`config.mk`:
```
export PLATFORM = sky130hd
export DESIGN_NAME = scanline_timer
export DESIGN_NICKNAME = d
export VERILOG_FILES = /design/src/rtl/scanline_timer.sv
export SDC_FILE = /design/constraint.sdc
export NUM_CORES = 1
export LEC_CHECK = 0
export BUFFER_PORTS_ARGS = -buffer_cell sky130_fd_sc_hd__buf_2
export CORE_UTILIZATION = 62
export DETAILED_ROUTE_END_ITERATION = 8
export GPL_ROUTABILITY_DRIVEN = 0
export PLACE_DENSITY = 0.84
export REMOVE_ABC_BUFFERS = 1
export SYNTH_ARGS = -nofsm -noshare
export SYNTH_HDL_FRONTEND = slang
export SYNTH_SLANG_ARGS = --single-unit
```
`constraint.sdc`:
```
create_clock -name clk -period 6.9 [get_ports clk]
set_input_delay 1.38 -clock clk [delete_from_list [all_inputs] [get_ports clk]]
set_output_delay 1.38 -clock clk [all_outputs]
set_load 0.05 [all_outputs]
```
`src/rtl/scanline_timer.sv`:
```
module scanline_timer #(
  parameter int LINE_CYCLES = 628,
  parameter int HS_ON       = 16,
  parameter int HS_OFF      = 32,
  parameter int VSYNC_LINE  = 1,
  parameter int VIS_LINE    = 4,
  parameter int BP_LINE     = 516,
  parameter int FRAME_LINES = 531
) (
  input  logic clk,
  input  logic rst,
  output logic hsync,
  output logic vsync,
  output logic line_start,
  output logic visible,
  output logic [$clog2(FRAME_LINES+1)-1:0] line_idx
);
  localparam int HW = $clog2(LINE_CYCLES);
  localparam int LW = $clog2(FRAME_LINES+1);

  typedef enum logic [1:0] {PH_FP, PH_VS, PH_VIS, PH_BP} phase_t;

  logic [HW-1:0] hcnt;
  logic          hs_en;
  phase_t        ph;
  logic          wrap;
  logic [LW-1:0] nl;

  assign wrap = (hcnt == HW'(LINE_CYCLES-1));
  assign nl   = line_idx + LW'(1);

  always_ff @(posedge clk) begin
    if (rst) begin
      hcnt     <= '0;
      line_idx <= '0;
      ph       <= PH_FP;
      hs_en    <= 1'b0;
    end else begin
      hcnt <= wrap ? '0 : hcnt + HW'(1);
      if (wrap) begin
        line_idx <= nl;
        case (ph)
          PH_FP:  if (nl == LW'(VSYNC_LINE)) ph <= PH_VS;
          PH_VS:  if (nl == LW'(VIS_LINE)) begin
                    ph    <= PH_VIS;
                    hs_en <= 1'b1;
                  end
          PH_VIS: if (nl == LW'(BP_LINE)) begin
                    ph    <= PH_BP;
                    hs_en <= 1'b0;
                  end
          default: if (nl == LW'(FRAME_LINES)) begin
                    ph       <= PH_FP;
                    line_idx <= '0;
                  end
        endcase
      end
    end
  end

  assign line_start = wrap;
  assign vsync      = (ph == PH_VS);
  assign visible    = (ph == PH_VIS);
  assign hsync      = hs_en && (hcnt >= HW'(HS_ON)) && (hcnt < HW'(HS_OFF));


  wrap_to_zero_chk: assert property (@(posedge clk) disable iff (rst)
    line_start |=> (hcnt == '0));


  line_step_chk: assert property (@(posedge clk) disable iff (rst)
    line_start |=> (line_idx == $past(line_idx) + LW'(1)) || (line_idx == '0));


  line_hold_chk: assert property (@(posedge clk) disable iff (rst)
    !line_start |=> $stable(line_idx));


  vsync_window_chk: assert property (@(posedge clk) disable iff (rst)
    vsync |-> (line_idx >= LW'(VSYNC_LINE)) && (line_idx < LW'(VIS_LINE)));


  visible_window_chk: assert property (@(posedge clk) disable iff (rst)
    visible |-> (line_idx >= LW'(VIS_LINE)) && (line_idx < LW'(BP_LINE)));


  hsync_gate_chk: assert property (@(posedge clk) disable iff (rst)
    hsync |-> visible);


  frame_wrap_chk: assert property (@(posedge clk) disable iff (rst)
    (line_start && line_idx == LW'(FRAME_LINES-1)) |=> (line_idx == '0) && !vsync && !visible);
endmodule

```
==> impl_metrics.env <==
export IMPL_hold_path_class="reg -> reg"
export IMPL_slew_violations=0
export IMPL_layout_common_cells="23 x dfxtp_1, 19 x nor2_1, 15 x buf_2"
export IMPL_wl_per_cell_um=14.63
export IMPL_syn_to_final_growth_pct=4.810
export IMPL_finalSetupTns_ps=0
export IMPL_crit_arrival_ps=1970
export IMPL_die_area_mm2=0.002591
export IMPL_grt_usage_pct=26.41
export IMPL_synth_main_ff_cell="dfxtp_1"
export IMPL_crit_path_start_kind="flop"
export IMPL_synth_adder_area_share_pct=8.439
export IMPL_whs_path_depth=1
export IMPL_htreeDepth=1
export IMPL_ir_drop_mv=0.1032
export IMPL_num_fill_cells=186
export IMPL_seqCellArea_um2=460.4
export IMPL_fin_util_pct=69.58
export IMPL_initial_utilization_pct=66.39
export IMPL_cap_viol_max_count=0
export IMPL_grt_setup_unrepaired="false"
export IMPL_crit_path_end="line_start"
export IMPL_routed_via_density=6.127
export IMPL_crit_path_top_delay_cell="nor4b_1"
export IMPL_antenna_found_initial=0
export IMPL_period_needed_ps=3348
export IMPL_yosysSeqAreaShare_pct=31.05
export IMPL_path_delay_family="simple AND/OR/NAND/NOR gates"
export IMPL_io_buffers=15
export IMPL_numCtsBuffers=3
export IMPL_worstPathRequired_ps=5520
export IMPL_hold_viol=0
export IMPL_routed_wl_um=3234
export IMPL_drtAntennaViolNets=0
export IMPL_power_density_mw_per_mm2=133.1
export IMPL_setup_viol=0
export IMPL_synth_simple_gate_area_share_pct=27.00
export IMPL_cts_sinks=23
export IMPL_crit_type="reg -> out"
export IMPL_clock_latency_ps=310
export IMPL_hold_buffers=0
export IMPL_grt_start_max_net_pins=15
export IMPL_ctsResizeCount=0
export IMPL_placement_rows=17
export IMPL_route_detailed_drc=0
export IMPL_fmax_ghz=0.2987
export IMPL_power_leakage_uw=0.0005690
export IMPL_crit_start="hcnt[0]"
export IMPL_vias=1354
export IMPL_cts_tree="built"
export IMPL_avgSynthCellArea_um2=8.014
export IMPL_multiInputGateArea_um2=912.1
export IMPL_root_buffer="clkbuf_4"
export IMPL_synthArstFlopShare_pct=0
export IMPL_cp_end_kind="output pin"
export IMPL_synth_edff_count=0
export IMPL_rr_startpoint="line_idx[1]"
export IMPL_ios=16
export IMPL_synthMuxAreaShare_pct=0
export IMPL_post_cts_buffers=0
export IMPL_die_w_um=50.90
export IMPL_ys_types=44
export IMPL_final_area_mm2=0.001554
export IMPL_post_dp_cell_area_mm2=0.001528
export IMPL_antenna_cells=0
export IMPL_drive_above_1_share_pct=10.88
export IMPL_syn_area_mm2=0.001483
export IMPL_fin_crit_sh_pct=48.52
export IMPL_grt_pass1_vias=1200
export IMPL_r2r_end="line_idx[9]"
export IMPL_crit_chain="ha_1 -> nand2_1 -> nor4b_1 -> buf_2"
export IMPL_nets=206
export IMPL_cts_buffer_depth=2
export IMPL_slew_headroom_pct=30.37
export IMPL_die_height_um=50.90
export IMPL_synth_top_family_by_area="simple AND/OR/NAND/NOR gates"
export IMPL_grt_pass1_wl_um=5202
export IMPL_drt_initial_drc_count=44
export IMPL_rrSetupSlack_ps=3870
export IMPL_drt_pass1_iter_count=4
export IMPL_tightest_slew_ps=1040
export IMPL_r2r_cells=8
export IMPL_core_area_mm2=0.002233
export IMPL_slowest_delay_ps=510
export IMPL_grt_ovfl_total=0
export IMPL_status="complete, no violations"
export IMPL_synthCells=185
export IMPL_place_hpwl_um=2350
export IMPL_synth_seq_cells=23
export IMPL_finClkSkew_ps=2.314
export IMPL_critical_path_buf_inv_count=1
export IMPL_synth_compound_area_share_pct=17.81
export IMPL_cp_depth=4
export IMPL_layout_commonest_cell="dfxtp_1"
export IMPL_clk_pin_slew_worst_paths_ps=130
export IMPL_yosys_area_share_xor_xnor_pct=8.270
export IMPL_worstPathMaxFanout=5
export IMPL_ys_warn_count=0
## worst min-delay path by stage
stage                         end     from
after detailed placement  hcnt[0]  hcnt[0]
after CTS                 hcnt[0]  hcnt[0]
after global placement    hcnt[0]  hcnt[0]
after floorplan           hcnt[0]  hcnt[0]
after global routing      hcnt[0]  hcnt[0]
final                     hcnt[0]  hcnt[0]
## cells in the mapped netlist, types with 5 or more instances
| library cell | n | area [um2] |
|---|---|---|
| a21oi_1 | 8 | 40.04 |
| inv_1 | 12 | 45.04 |
| ha_1 | 10 | 125.1 |
| nand2_1 | 13 | 48.80 |
| nor4_1 | 6 | 37.54 |
| xnor2_1 | 10 | 87.58 |
| nand3_1 | 11 | 55.05 |
| nor2_1 | 19 | 71.32 |
| dfxtp_1 | 23 | 460.4 |
| a31oi_1 | 5 | 31.28 |
| nor3_1 | 6 | 30.03 |
## flip-flops by register name (all words and copies together), names as in the netlist
signal    flops
hcnt         10
line_idx     10
ph            2
hs_en         1
## metal layers
metal  vias to the layer above  global-route usage, %  wire [um]
li1                        674                      -          -
met1                       632                  31.20       1384
met2                        40                  46.27       1665
met3                         8                  2.976        113
met4                         0                  13.89         71
met5                         -                      0          0
## final cells by class
class,count,area share (%)
repair buffers,15,4.831
clock buffers,4,1.691
multi-input cells,139,58.70
inverters,12,2.899
flip-flops and latches,23,29.63
well taps,28,2.254
## power by group
part           internal (uW)  leakage (uW)  switching, uW
Combinational           2.33      0.000368           4.07
Sequential               134      0.000186           1.90
Clock                   22.6     0.0000150           41.7
## kinds of logic after synthesis
family,Yosys count
flops,23
simple gates,77
xor+xnor,14
compound gates,38
fa+ha+maj,10
buf+inv,23
## per-stage QoR
| step | cells | hold WS [ps] | total power, uW | setup slack (ps) |
|---|---|---|---|---|
| detailed placement | 217 | 463.2 | 145.4 | 3934 |
| global route | 221 | 507.7 | 213.0 | 3412 |
| floorplan | 174 | 441.2 | 143.1 | 3051 |
| CTS | 221 | 493.7 | 207.5 | 3567 |
| global placement | 217 | 454.1 | 145.1 | 4005 |
| finish | 221 | 495.1 | 206.9 | 3552 |
Note: power is estimated with default switching activity, not from simulation.
